$ cat src/rtl/led_pkg.sv
package led_pkg;
  localparam int LANES = 5;
  localparam int STRETCHED = 2;

  typedef enum logic [2:0] {
    LANE_TX   = 3'd0,
    LANE_RX   = 3'd1,
    LANE_LINK = 3'd2,
    LANE_POL  = 3'd3,
    LANE_COL  = 3'd4
  } lane_e;
endpackage

$ cat src/rtl/led_stretch.sv
// Retriggerable stretcher: activity reloads the count, and ticks count it down.
module led_stretch #(
  parameter int TICKS = 50,
  localparam int W = $clog2(TICKS + 1)
) (
  input  logic clk,
  input  logic rst_n,
  input  logic tick,
  input  logic act,
  input  logic clr,
  output logic lit
);
  logic [W-1:0] cnt_q, cnt_d;

  always_comb begin
    cnt_d = cnt_q;
    if (clr)
      cnt_d = '0;
    else if (act)
      cnt_d = W'(TICKS);
    else if (tick && (cnt_q != '0))
      cnt_d = cnt_q - 1'b1;
  end

  always_ff @(posedge clk or negedge rst_n) begin
    if (!rst_n)
      cnt_q <= '0;
    else
      cnt_q <= cnt_d;
  end

  assign lit = !clr && (act || (cnt_q != '0));
endmodule

$ cat src/rtl/led_route.sv
// Chooses the source of each lane from the mode bits.
module led_route
  import led_pkg::*;
(
  input  logic             tx_lit,
  input  logic             rx_lit,
  input  logic             link_ok,
  input  logic             pol_inv,
  input  logic             fdx,
  input  logic             col,
  input  logic             conn_stat,
  input  logic             tx_mode_conn,
  input  logic             pol_mode_fdx,
  output logic [LANES-1:0] on
);
  always_comb begin
    on            = '0;
    on[LANE_TX]   = tx_mode_conn ? conn_stat : tx_lit;
    on[LANE_RX]   = rx_lit;
    on[LANE_LINK] = link_ok;
    on[LANE_POL]  = pol_mode_fdx ? fdx : pol_inv;
    on[LANE_COL]  = col && !fdx;
  end
endmodule

$ cat src/rtl/led_drive.sv
// Output register stage that inverts to active-low.
module led_drive #(
  parameter int N = 5
) (
  input  logic         clk,
  input  logic         rst_n,
  input  logic [N-1:0] on,
  output logic [N-1:0] led_n
);
  logic [N-1:0] led_d;

  always_comb led_d = ~on;

  always_ff @(posedge clk or negedge rst_n) begin
    if (!rst_n)
      led_n <= '1;
    else
      led_n <= led_d;
  end
endmodule

$ cat src/rtl/eth_led_ctrl.sv
module eth_led_ctrl
  import led_pkg::*;
#(
  parameter int STRETCH_TICKS = 50
) (
  input  logic clk,
  input  logic rst_n,
  input  logic ms_tick,
  input  logic tx_en,
  input  logic crs,
  input  logic link_ok,
  input  logic pol_inv,
  input  logic fdx,
  input  logic col,
  input  logic conn_stat,
  input  logic tx_mode_conn,
  input  logic pol_mode_fdx,
  output logic led_tx_n,
  output logic led_rx_n,
  output logic led_link_n,
  output logic led_pol_n,
  output logic led_col_n
);
  logic [STRETCHED-1:0] act_v, clr_v, lit_v;
  logic [LANES-1:0]     on_v, led_v;

  assign act_v = {crs, tx_en};
  assign clr_v = {1'b0, tx_mode_conn};

  for (genvar g = 0; g < STRETCHED; g++) begin : g_str
    led_stretch #(.TICKS(STRETCH_TICKS)) u_str (
      .clk  (clk),
      .rst_n(rst_n),
      .tick (ms_tick),
      .act  (act_v[g]),
      .clr  (clr_v[g]),
      .lit  (lit_v[g])
    );
  end

  led_route u_route (
    .tx_lit      (lit_v[0]),
    .rx_lit      (lit_v[1]),
    .link_ok     (link_ok),
    .pol_inv     (pol_inv),
    .fdx         (fdx),
    .col         (col),
    .conn_stat   (conn_stat),
    .tx_mode_conn(tx_mode_conn),
    .pol_mode_fdx(pol_mode_fdx),
    .on          (on_v)
  );

  led_drive #(.N(LANES)) u_drive (
    .clk  (clk),
    .rst_n(rst_n),
    .on   (on_v),
    .led_n(led_v)
  );

  assign led_tx_n   = led_v[LANE_TX];
  assign led_rx_n   = led_v[LANE_RX];
  assign led_link_n = led_v[LANE_LINK];
  assign led_pol_n  = led_v[LANE_POL];
  assign led_col_n  = led_v[LANE_COL];
endmodule

$ cat config.mk
export PLATFORM = sky130hd
export DESIGN_NAME = eth_led_ctrl
export DESIGN_NICKNAME = d
export VERILOG_FILES = /design/src/rtl/led_pkg.sv /design/src/rtl/led_stretch.sv /design/src/rtl/led_route.sv /design/src/rtl/led_drive.sv /design/src/rtl/eth_led_ctrl.sv
export SDC_FILE = /design/constraint.sdc
export NUM_CORES = 1
export LEC_CHECK = 0
export BUFFER_PORTS_ARGS = -buffer_cell sky130_fd_sc_hd__buf_2
export CORE_UTILIZATION = 35
export CTS_CLUSTER_DIAMETER = 80
export DETAILED_ROUTE_END_ITERATION = 12
export GPL_ROUTABILITY_DRIVEN = 0
export PLACE_DENSITY_LB_ADDON = 0.12
export RECOVER_POWER = 50
export REMOVE_ABC_BUFFERS = 1
export SKIP_CTS_REPAIR_TIMING = 1
export SLEW_MARGIN = 20
export SYNTH_ARGS = -nofsm -noshare
export SYNTH_HDL_FRONTEND = slang
export SYNTH_SLANG_ARGS = --single-unit
$ cat constraint.sdc
create_clock -name clk -period 3.21 [get_ports clk]
set_input_delay 0.642 -clock clk [delete_from_list [all_inputs] [get_ports clk]]
set_output_delay 0.642 -clock clk [all_outputs]
set_load 0.1 [all_outputs]
; ---- Word-level counts from Yosys, hierarchy flattened
; Index checks and enable logic that the tools add are counted.
[word_totals]
out_inout_bits = 5
word_cells = 25
reg_bits = 17
input_bits = 12
[op_classes]
n_bitwise = 1
n_reduce_logical = 12
n_addsub = 2
muxes = 7
[op_table]
columns = operator, count
row1 = $mux 6, 5
row2 = $reduce_bool 6->1, 2
row3 = $sub 6x1->6 const B, 2
row4 = $not 5->5, 1
row5 = $logic_and 1x1->1, 4
row6 = $reduce_bool 3->1, 1
row7 = $logic_not 1->1, 2
row8 = $logic_or 1x1->1, 2
row9 = $mux 1, 2
row10 = $reduce_bool 2->1, 1

; ---- Logic depth before layout (Yosys ltp)
; Gate-level depths: netlist of run 1.
[depth]
ltp_word = 5
depth_mapped = 5
depth_no_buf = 5

; ---- By module
; Synthesis of run 1 repeated with hierarchy kept, for this count alone.
[hier_totals]
hier_cells = 98
area_unflattened_um2 = 960.9
[modules_own_cells]
columns = mod, n_inst, cells_each, seq_area_each_um2, area_each_um2
row1 = led_stretch, 2, 41, 150.1, 377.9
row2 = led_drive, 1, 10, 131.4, 150.1
row3 = led_route, 1, 5, 0.0, 51.3
row4 = eth_led_ctrl, 1, 1, 0.0, 3.8

; ---- Worst setup path after synthesis of run 1
; No wires, ideal clock.
[synth_path]
path_kind = input -> register
startpoint = input ms_tick
endpoint = register g_str[1].u_str.cnt_q[5]
path_slack_ns = 1.392
stages = 4
t_arrival_ns = 1.694
n_path_buf = 1
required_ns = 3.086
setup_ns = 0.124
path_cell_list = buf_6 > or4b_4 > o31a_1 > a211o_1
[synth_between]
elab_chain_cells = 2
[synth_rtl]
columns = item, line_no
row1 = start: declaration, eth_led_ctrl.sv:8  ; input logic ms_tick,
row2 = $logic_and 1x1->1, led_stretch.sv:21  ; else if (tick && (cnt_q != '0))
row3 = $reduce_bool 2->1 (no source line), --
row4 = end signal: assignment, led_stretch.sv:29  ; cnt_q <= cnt_d;
row5 = end: declaration, led_stretch.sv:13  ; logic [W-1:0] cnt_q, cnt_d;
; No other way between the ends.
; A chain may end at the register's enable or synchronous reset.

; ---- Final worst setup path of run 1
[layout_path]
startpoint = register u_drive.led_n[0]
endpoint = output led_tx_n
[layout_rtl]
columns = item, line_no
row1 = start: declaration, led_drive.sv:8  ; output logic [N-1:0] led_n
row2 = start signal: assignment, led_drive.sv:18  ; led_n <= led_d;
row3 = end: declaration, eth_led_ctrl.sv:18  ; output logic led_tx_n,
; No word-level cell between the ends.

==> results by group, run 1 <==
Status
  • Status: finished, final reports clean

Pwr
  • Sw Share: 0.3055
  • Static Leakage: 0.4294 nW
  • Pwr/cell area: 447.6 nW/um^2
  • Tot Pwr: 0.4514 mW
  • Net Sw Power: 0.1379 mW
  • Clk network pwr share: 0.245
  • Comb power frac: 0.213
  • Max rail drop VDD: 0.3252 mV
  • Internal power: between 0.3 and 0.4 mW
  • Seq pwr share: 0.542

STA
  • Least-Margin Pin Slew: 0.9106 ns
  • RSZ-0062 raised after global routing: false
  • PnR worst setup slack: 1.347 ns
  • Worst rel slew slack: 0.3929
  • Clock skew: 0.0007510 ns
  • Final Setup Violations: 0
  • Post-Route Setup TNS: 0 ns
  • Fmax: 536.7 MHz
  • Hold_ws: 0.4580 ns
  • Final Hold Viols: 0
  • Final period utilization: 0.5805
  • Period minus WS final: 1.863 ns
  • Final Max Tran Viols: 0

Final layout
  • Layout cells sized above 1: 0.2772
  • P&R area growth vs syn: 13.52%
  • Post-route insts no fill: approximately 130
  • Commonest non-fill, non-tap cells in the layout: 14 x buf_2, 12 x dfrtp_1, 7 x nand2_1, 6 x inv_1
  • Most common cell after layout, fill and taps aside: buf_2
  • Post-Layout Inst Area: 1008 um^2
  • Nets: about 120
  • Antenna Cells: 0
  • Final core utilization: 0.4390

CTS
  • Htree depth: 1
  • CTS sink cnt: 17
  • Clock Tree Buf Depth: 2
  • CTS clk-pin slew, worst paths: 0.09 ns
  • CTS tree: yes
  • Clk_lat worst skew: 0.28 ns
  • Root buffer cell: clkbuf_4
  • Num CTS Buffers: 3

Placement
  • Placed cell area: 984.7 um^2
  • Dpl hpwl: 1.187 mm
  • Cells after DPL: between 100 and 150
  • Pre-CTS setup slack: around 1.3 ns
  • IO buf count: 16

Worst setup path
  • Worst EP arrival: 1.22 ns
  • Crit-path cells: buf_2
  • CP Data Required Time: 2.57 ns
  • WS Path Type: flip-flop to output pin
  • CP endpoint kind: output pin
  • Worst Setup Start Kind: flip-flop
  • Max stage delay on crit path: 0.52 ns
  • Buf/Inv on CP: 1
  • Slowest cell on crit path: dfstp_2
  • CP top delay family: flip-flops
  • Crit-path max FO: 1

Floorplan
  • # rows: 17
  • # IOs: 17
  • Core ar.: around 2300 um^2
  • Die area: 2744 um^2
  • Die Ht: 52.38 um
  • Die X: around 52 um
  • Initial core utilization: 0.3867

Yosys
  • Post-synthesis cell count: 83
  • Post-synth cell types: 36
  • Sequential-to-total area share from yosys stat: 0.4859
  • Synthesized area per cell: around 11 um^2
  • Warnings from Yosys: 0
  • Synthesized flop and latch total: 17
  • Mapped Area: 888.4 um^2

Routing
  • DRT antenna net count: 0
  • Routed length per instance: 12.06 um
  • DRC viols: 0
  • Routed vias/inst: approximately 5.2
  • Drt first pass iters: 4
  • Detailed Route Iter0 Violations: 9
  • Via count: ~670
  • Detailed Route WL: approximately 1.6 mm

GRT
  • GRT overflow: 0
  • All-layer global routing usage: 0.1360
  • Vias in the first global route: 627
  • Pin count of the biggest net entering global routing: 18
  • Initial antenna violation count: 0
  • First-pass GRT wire length: 2.649 mm

Worst hold path
  • Worst hold path type: primary input to asynchronous set/reset pin

Job
  • Max-cap check violation count: 0
-- cell usage after synthesis --
library cell | count | area [um^2]
or3_1 | 2 | 12.51
nand3_1 | 1 | 5.000
nor2b_1 | 2 | 12.51
o31a_1 | 1 | 8.760
a2111o_1 | 1 | 11.26
a21o_1 | 1 | 7.510
or2b_2 | 1 | 8.760
mux2_2 | 1 | 11.26
nand2_1 | 7 | 26.28
nand2b_1 | 1 | 6.260
ha_1 | 2 | 25.02
o31ai_1 | 1 | 7.510
a21boi_0 | 3 | 22.52
o21ai_0 | 3 | 15.01
dfstp_2 | 5 | 131.4
nand3b_1 | 1 | 7.510
buf_6 | 1 | 11.26
or3_2 | 1 | 7.510
a211o_2 | 1 | 10.01
o311a_1 | 1 | 10.01
or4b_4 | 1 | 13.76
or3b_1 | 1 | 8.760
nor2_1 | 5 | 18.77
inv_1 | 6 | 22.52
buf_4 | 1 | 7.510
nor4b_1 | 1 | 8.760
nor3b_1 | 1 | 7.510
dfrtp_1 | 12 | 300.3
mux2i_1 | 3 | 30.03
a21oi_1 | 5 | 25.02
a41oi_1 | 1 | 8.760
nor4_4 | 1 | 21.27
o41ai_1 | 1 | 8.760
a211o_1 | 2 | 17.52
nor3_1 | 4 | 20.02
or4bb_1 | 1 | 11.26
-- layer usage --
layer  global-route usage  wire length, um
met2               0.2215              791
met3              0.05507               62
met1               0.1597              692
met5                    0                0
met4              0.04825                9
-- power groups by stage --
stage	sequential, mW	clock (mW)	combinational, mW
6_report	0.245	0.111	0.0962
4_1_cts	0.245	0.120	0.0979
3_5_place_dp	0.249	0	0.0974
3_3_place_gp	0.248	0	0.0971
2_1_floorplan	0.272	0	0.0464
5_1_grt	0.247	0.129	0.107
-- state kept, by name, summed over array words and instances (netlist names) --
register           cells
g_str.u_str.cnt_q     12
u_drive.led_n          5
-- layout make-up --
| class | count | area (um^2) |
|---|---|---|
| fillers | 229 | 1289 |
| flip-flops and latches | 17 | 431.7 |
| multi-input cells | 58 | 415.4 |
| repair buffers | 16 | 77.57 |
| well taps | 28 | 35.03 |
| clock buffers | 4 | 26.28 |
| inverters | 6 | 22.52 |
-- worst paths after layout --
kind                                         start                      end  slack, ns  cells after the start
min reg2reg                g_str[1].u_str.cnt_q[5]         u_drive.led_n[1]       0.57                      2
max in group asynchronous                    rst_n  g_str[1].u_str.cnt_q[5]       2.20                      1
min                                          rst_n  g_str[0].u_str.cnt_q[5]       0.46                      1
min in group clk                           link_ok         u_drive.led_n[2]       0.46                      2
max reg2reg                g_str[1].u_str.cnt_q[0]  g_str[1].u_str.cnt_q[0]       1.45                      5
max                               u_drive.led_n[0]                 led_tx_n       1.35                      1
-- cell families after synthesis --
kind of cell / share of synthesized area
adder cells (fa/ha/maj): 0.02816
flip-flops: 0.4859
multiplexers: 0.04648
AO/OA/AOI/OAI: 0.1718
buffers and inverters: 0.04648
AND/OR/NAND/NOR: 0.2211
No activity file was read; power rests on OpenSTA's default activity.
==> run 2: changes to the inputs <==
==> constraint.sdc (replaced) <==
create_clock -name clk -period 1.8 [get_ports clk]
set_input_delay 0.36 -clock clk [delete_from_list [all_inputs] [get_ports clk]]
set_output_delay 0.36 -clock clk [all_outputs]
set_load 0.1 [all_outputs]
==> results by group, run 2 (synthesis gave the netlist of run 1 again) <==
Status
  • Status: finished, final reports clean (unchanged)

Worst setup path
  • Worst EP arrival: 1.83 ns (was 1.22 ns)
  • CP endpoint kind: flip-flop (was output pin)
  • Worst R2R Path Depth: 5 (unchanged)
  • Worst Setup Start Kind: flip-flop (unchanged)
  • Worst R2R End: g_str[1].u_str.cnt_q[0] (unchanged)
  • Crit-path max FO: 4 (was 1)
  • R2r startpoint: g_str[1].u_str.cnt_q[0] (unchanged)
  • WS Path Type: flip-flop to flip-flop (was flip-flop to output pin)
  • Flop2flop setup slack: 0.14 ns (was 1.45 ns)
  • CP Data Required Time: 1.98 ns (was 2.57 ns)

Placement
  • Pre-CTS setup slack: 0.07760 ns (was 1.253 ns)
  • IO buf count: 16 (unchanged)
  • Dpl hpwl: 1.229 mm (was 1.187 mm)
  • Placed cell area: 1007 um^2 (was 984.7 um^2)
  • Cells after DPL: 128 (was 125)

STA
  • Fmax: 602.9 MHz
  • Final period utilization: 0.9215
  • Hold_ws: 0.1750 ns (was 0.4580 ns)
  • Least-Margin Pin Slew: 0.9182 ns (was 0.9106 ns)
  • Clock skew: 0.0007825 ns (was 0.0007510 ns)
  • Final Max Tran Viols: 0 (unchanged)
  • Post-Route Setup TNS: 0 ns (unchanged)
  • RSZ-0062 raised after global routing: false (unchanged)
  • Worst rel slew slack: 0.3879 (was 0.3929)
  • Period minus WS final: around 1.7 ns
  • Final Setup Violations: 0 (unchanged)
  • PnR worst setup slack: 0.1413 ns (was 1.347 ns)
  • Final Hold Viols: 0 (unchanged)

Pwr
  • Tot Pwr: 0.8201 mW (was 0.4514 mW)
  • Static Leakage: 0.4501 nW (was 0.4294 nW)
  • Pwr/cell area: 786.9 nW/um^2 (was 447.6 nW/um^2)
  • Max rail drop VDD: 0.3734 mV (was 0.3252 mV)

Final layout
  • Antenna Cells: 0 (unchanged)
  • Register area: 431.7 um^2 (unchanged)
  • Layout cells sized above 1: 0.3048 (was 0.2772)
  • Commonest non-fill, non-tap cells in the layout: 15 x buf_2, 12 x dfrtp_1, 7 x nand2_1, 6 x inv_1 (was 14 x buf_2, 12 x dfrtp_1, 7 x nand2_1, 6 x inv_1)
  • Max FFs per register: 12 (unchanged)
  • Area of the multi-input gates: 415.4 um^2 (unchanged)
  • Most common cell after layout, fill and taps aside: buf_2 (unchanged)
  • Largest regs: g_str.u_str.cnt_q x12, u_drive.led_n x5 (unchanged)
  • Fillers: 229 (unchanged)
  • Nets: 120 (was 116)
  • Post-Layout Inst Area: 1042 um^2 (was 1008 um^2)
  • Post-route insts no fill: 133 (was 129)
  • Final core utilization: 0.4537 (was 0.4390)
  • P&R area growth vs syn: 17.32% (was 13.52%)
  • Register with the most flip-flops: g_str.u_str.cnt_q (unchanged)

GRT
  • GRT overflow: 0 (unchanged)
  • Pin count of the biggest net entering global routing: 18 (unchanged)
  • Initial antenna violation count: 0 (unchanged)
  • All-layer global routing usage: 0.1432 (was 0.1360)
  • Vias in the first global route: 624 (was 627)
  • First-pass GRT wire length: 2.801 mm (was 2.649 mm)

Floorplan
  • # IOs: 17 (unchanged)
  • Die X: 52.38 um (unchanged)
  • Die Ht: 52.38 um (unchanged)
  • Initial core utilization: 0.3867 (unchanged)
  • Core ar.: 2297 um^2 (unchanged)
  • Die area: 2744 um^2 (unchanged)
  • # rows: 17 (unchanged)

CTS
  • CTS tree: yes (unchanged)
  • Htree depth: 1 (unchanged)
  • CTS sink cnt: 17 (unchanged)
  • Clock Tree Buf Depth: 2 (unchanged)
  • Root buffer cell: clkbuf_4 (unchanged)
  • CTS clk-pin slew, worst paths: 0.10 ns (was 0.09 ns)
  • Num CTS Buffers: 3 (unchanged)
  • Clk_lat worst skew: 0.28 ns (about the same)

Worst hold path
  • Hold path start: link_ok
  • Hold Path End: u_drive.led_n[2]
  • Worst hold path type: primary input to flip-flop (was primary input to asynchronous set/reset pin)
  • Hold Path Stages: 2

Routing
  • Routed length per instance: 12.56 um (was 12.06 um)
  • Via count: 706 (was 668)
  • Drt first pass iters: 4 (unchanged)
  • Routed vias/inst: 5.308 (was 5.178)
  • Detailed Route Iter0 Violations: 11 (was 9)
  • Detailed Route WL: 1.670 mm (was 1.556 mm)
  • DRC viols: 0 (unchanged)
  • DRT antenna net count: 0 (unchanged)

Job
  • Max-cap check violation count: 0 (unchanged)
-- run 2: where the power goes --
part           total (mW)  switching [mW]  internal (mW)
sequential          0.435          0.0240          0.411
clock               0.201           0.115         0.0859
combinational       0.185           0.114         0.0708
-- run 2: critical path: stages, from the launching register on --
cell,delay [ns]
dfrtp_1,0.41
inv_1,0.08
ha_1,0.19
or2b_2,0.31
o21ai_1,0.21
mux2_2,0.36
-- run 2: worst max path at each step --
stage / from / end / slack, ns / depth (start not counted)
after floorplan: g_str[1].u_str.cnt_q[0] / g_str[1].u_str.cnt_q[0] / 0.15 / 5
after global placement: g_str[1].u_str.cnt_q[0] / g_str[1].u_str.cnt_q[0] / 0.14 / 5
after detailed placement: g_str[1].u_str.cnt_q[0] / g_str[1].u_str.cnt_q[0] / 0.08 / 5
after CTS: g_str[1].u_str.cnt_q[0] / g_str[1].u_str.cnt_q[0] / 0.06 / 5
after global routing: g_str[1].u_str.cnt_q[0] / g_str[1].u_str.cnt_q[0] / 0.05 / 5
final: g_str[1].u_str.cnt_q[0] / g_str[1].u_str.cnt_q[0] / 0.14 / 5
-- run 2: layout make-up --
cell class / count / area share
clock buffers: 4 / 0.02521
inverters: 6 / 0.02161
multi-input cells: 58 / 0.3986
flip-flops and latches: 17 / 0.4142
well taps: 28 / 0.03361
repair buffers: 20 / 0.1068
-- run 2: routing by layer --
metal  vias to the layer above  share of wire  track usage
met2                         9           0.52       0.2342
met3                         2          0.028      0.03478
li1                        350              -            -
met1                       345           0.44       0.1812
met5                         -              0            0
met4                         0         0.0054      0.05263
==> run 3: changes to the inputs <==
--- a/config.mk
+++ b/config.mk
@@ -5,12 +5,12 @@
 export SDC_FILE = /design/constraint.sdc
 export NUM_CORES = 1
 export LEC_CHECK = 0
-export BUFFER_PORTS_ARGS = -buffer_cell sky130_fd_sc_hd__buf_2
 export CORE_UTILIZATION = 35
 export CTS_CLUSTER_DIAMETER = 80
 export DETAILED_ROUTE_END_ITERATION = 12
+export DONT_BUFFER_PORTS = 1
 export GPL_ROUTABILITY_DRIVEN = 0
-export PLACE_DENSITY_LB_ADDON = 0.12
+export PLACE_DENSITY_LB_ADDON = 0.3
 export RECOVER_POWER = 50
 export REMOVE_ABC_BUFFERS = 1
 export SKIP_CTS_REPAIR_TIMING = 1
==> results by group, run 3 (synthesis gave the netlist of run 1 again) <==
Final layout
  • Nets: 104 (was 120)
  • Antenna Cells: 0 (unchanged)
  • Area of the multi-input gates: 415.4 um^2 (unchanged)
  • Register area: 431.7 um^2 (unchanged)
  • P&R area growth vs syn: 8.592% (was 17.32%)
  • Commonest non-fill, non-tap cells in the layout: 12 x dfrtp_1, 7 x nand2_1, 6 x inv_1 (was 15 x buf_2, 12 x dfrtp_1, 7 x nand2_1, 6 x inv_1)
  • Max FFs per register: 12 (unchanged)
  • Post-route insts no fill: 117 (was 133)
  • Layout cells sized above 1: 0.2022 (was 0.3048)
  • Largest regs: g_str.u_str.cnt_q x12, u_drive.led_n x5 (unchanged)
  • Most common cell after layout, fill and taps aside: dfrtp_1 (was buf_2)
  • Register with the most flip-flops: g_str.u_str.cnt_q (unchanged)
  • Fillers: 233 (was 229)

STA
  • Final Setup Violations: 0 (unchanged)
  • Fmax: 584.4 MHz (was 602.9 MHz)
  • Least-Margin Pin Slew: 0.7659 ns (was 0.9182 ns)
  • Final period utilization: 0.9506 (was 0.9215)
  • Final Max Tran Viols: 0 (unchanged)
  • Worst rel slew slack: 0.4877 (was 0.3879)
  • Final Hold Viols: 0 (unchanged)
  • Period minus WS final: 1.711 ns (was 1.659 ns)
  • Post-Route Setup TNS: 0 ns (unchanged)
  • Clock skew: 0.006899 ns (was 0.0007825 ns)
  • RSZ-0062 raised after global routing: false (unchanged)
  • PnR worst setup slack: 0.08884 ns (was 0.1413 ns)

Worst setup path
  • Flop2flop setup slack: 0.09 ns (was 0.14 ns)
  • CP endpoint kind: flip-flop (unchanged)
  • Worst Setup Start Kind: flip-flop (unchanged)
  • Max stage delay on crit path: 0.41 ns (about the same)
  • Crit-path cells: inv_1 -> ha_1 -> or2b_2 -> o21ai_0 -> mux2_2 (was inv_1 -> ha_1 -> or2b_2 -> o21ai_1 -> mux2_2)
  • Crit-path max FO: 4 (unchanged)
  • WS Path Type: flip-flop to flip-flop (unchanged)
  • CP Data Required Time: 1.99 ns (was 1.98 ns)
  • Worst R2R Path Depth: 5 (unchanged)
  • Worst EP arrival: 1.90 ns (was 1.83 ns)
  • Slowest cell on crit path: dfrtp_1 (unchanged)

Placement
  • Cells after DPL: 112 (was 128)
  • Pre-CTS setup slack: 0.1143 ns (was 0.07760 ns)
  • Dpl hpwl: 1.205 mm (was 1.229 mm)
  • IO buf count: 0 (was 16)

Floorplan
  • Die area: 2744 um^2 (unchanged)
  • Initial core utilization: 0.3867 (unchanged)
  • # IOs: 17 (unchanged)
  • Core ar.: 2297 um^2 (unchanged)
  • Die Ht: 52.38 um (unchanged)
  • Die X: 52.38 um (unchanged)
  • # rows: 17 (unchanged)

Routing
  • Drt first pass iters: 4 (unchanged)
  • Via count: 638 (was 706)
  • Detailed Route WL: 1.615 mm (was 1.670 mm)
  • Routed vias/inst: 5.453 (was 5.308)
  • DRC viols: 0 (unchanged)
  • DRT antenna net count: 0 (unchanged)
  • Routed length per instance: 13.80 um (was 12.56 um)
  • Detailed Route Iter0 Violations: 4 (was 11)

CTS
  • Htree depth: 1 (unchanged)
  • Num CTS Buffers: 3 (unchanged)
  • Clk_lat worst skew: 0.29 ns (was 0.28 ns)
  • CTS tree: yes (unchanged)
  • CTS sink cnt: 17 (unchanged)
  • Clock Tree Buf Depth: 2 (unchanged)
  • CTS clk-pin slew, worst paths: 0.11 ns (was 0.10 ns)
  • Root buffer cell: clkbuf_4 (unchanged)

GRT
  • GRT overflow: 0 (unchanged)
  • Vias in the first global route: 595 (was 624)
  • First-pass GRT wire length: 2.628 mm (was 2.801 mm)
  • Pin count of the biggest net entering global routing: 18 (unchanged)
  • Initial antenna violation count: 0 (unchanged)
  • All-layer global routing usage: 0.1366 (was 0.1432)

Worst hold path
  • Hold Path Stages: 1 (was 2)
  • Worst hold path type: primary input to flip-flop (unchanged)

Pwr
  • Comb power frac: 0.145 (was 0.225)
  • Internal power: 0.5547 mW (was 0.5675 mW)
  • Max rail drop VDD: 0.4050 mV (was 0.3734 mV)
  • Static Leakage: 0.3925 nW (was 0.4501 nW)
  • Tot Pwr: 0.8060 mW (was 0.8201 mW)
  • Clk network pwr share: 0.257 (was 0.245)
  • Net Sw Power: 0.2513 mW (was 0.2526 mW)
  • Sw Share: 0.3118 (was 0.3080)
  • Seq pwr share: 0.598 (was 0.530)
  • Pwr/cell area: 835.5 nW/um^2 (was 786.9 nW/um^2)

Job
  • Max-cap check violation count: 0 (unchanged)

Status
  • Status: finished, final reports clean (unchanged)
## run 3: worst paths after layout
check,from,end
max in group asynchronous,rst_n,g_str[0].u_str.cnt_q[1]
worst min register to register,g_str[1].u_str.cnt_q[3],u_drive.led_n[1]
min in group asynchronous,rst_n,g_str[1].u_str.cnt_q[0]
worst min-delay path,link_ok,u_drive.led_n[2]
worst max register to register,g_str[1].u_str.cnt_q[0],g_str[1].u_str.cnt_q[0]
worst max-delay path,g_str[1].u_str.cnt_q[0],g_str[1].u_str.cnt_q[0]
## run 3: final cells by class
cell class	count	area share
timing repair buffer	4	0.03372
tap	28	0.03632
inverter	6	0.02335
multi-input combinational	58	0.4306
sequential	17	0.4475
clock inverter	1	0.005188
clock buffer	3	0.02335
## run 3: layer usage
metal | wire [um] | GRT usage | vias to the layer above
li1 | - | - | 315
met4 | 13 | 0.03947 | 0
met5 | 0 | 0 | -
met3 | 66 | 0.05797 | 2
met2 | 834 | 0.2278 | 11
met1 | 700 | 0.1579 | 310
## run 3: worst max-delay path, delay by kind of cell, from the launching register on
kind / cells / cell delay, ns
flip-flops: 1 / 0.41
multiplexers: 1 / 0.37
AND/OR/NAND/NOR: 1 / 0.31
AO/OA/AOI/OAI: 1 / 0.25
adder cells (fa/ha/maj): 1 / 0.19
buffers and inverters: 1 / 0.08
## run 3: power groups by stage
stage	sequential, mW	combinational (mW)	clock (mW)
floorplan	0.484	0.0827	0
global placement	0.487	0.105	0
detailed placement	0.489	0.108	0
CTS	0.482	0.109	0.221
finish	0.482	0.117	0.207
global route	0.486	0.135	0.236
## run 3: stage by stage
step                        util  area, um^2  hold WS [ns]
after floorplan                -       869.6       0.06441
after CTS                 0.4156       954.7       -0.2752
after global routing      0.4199       964.7       0.05787
final                     0.4199       964.7       0.08038
after global placement    0.4036       927.1       0.06501
after detailed placement  0.4036       927.1       0.06505
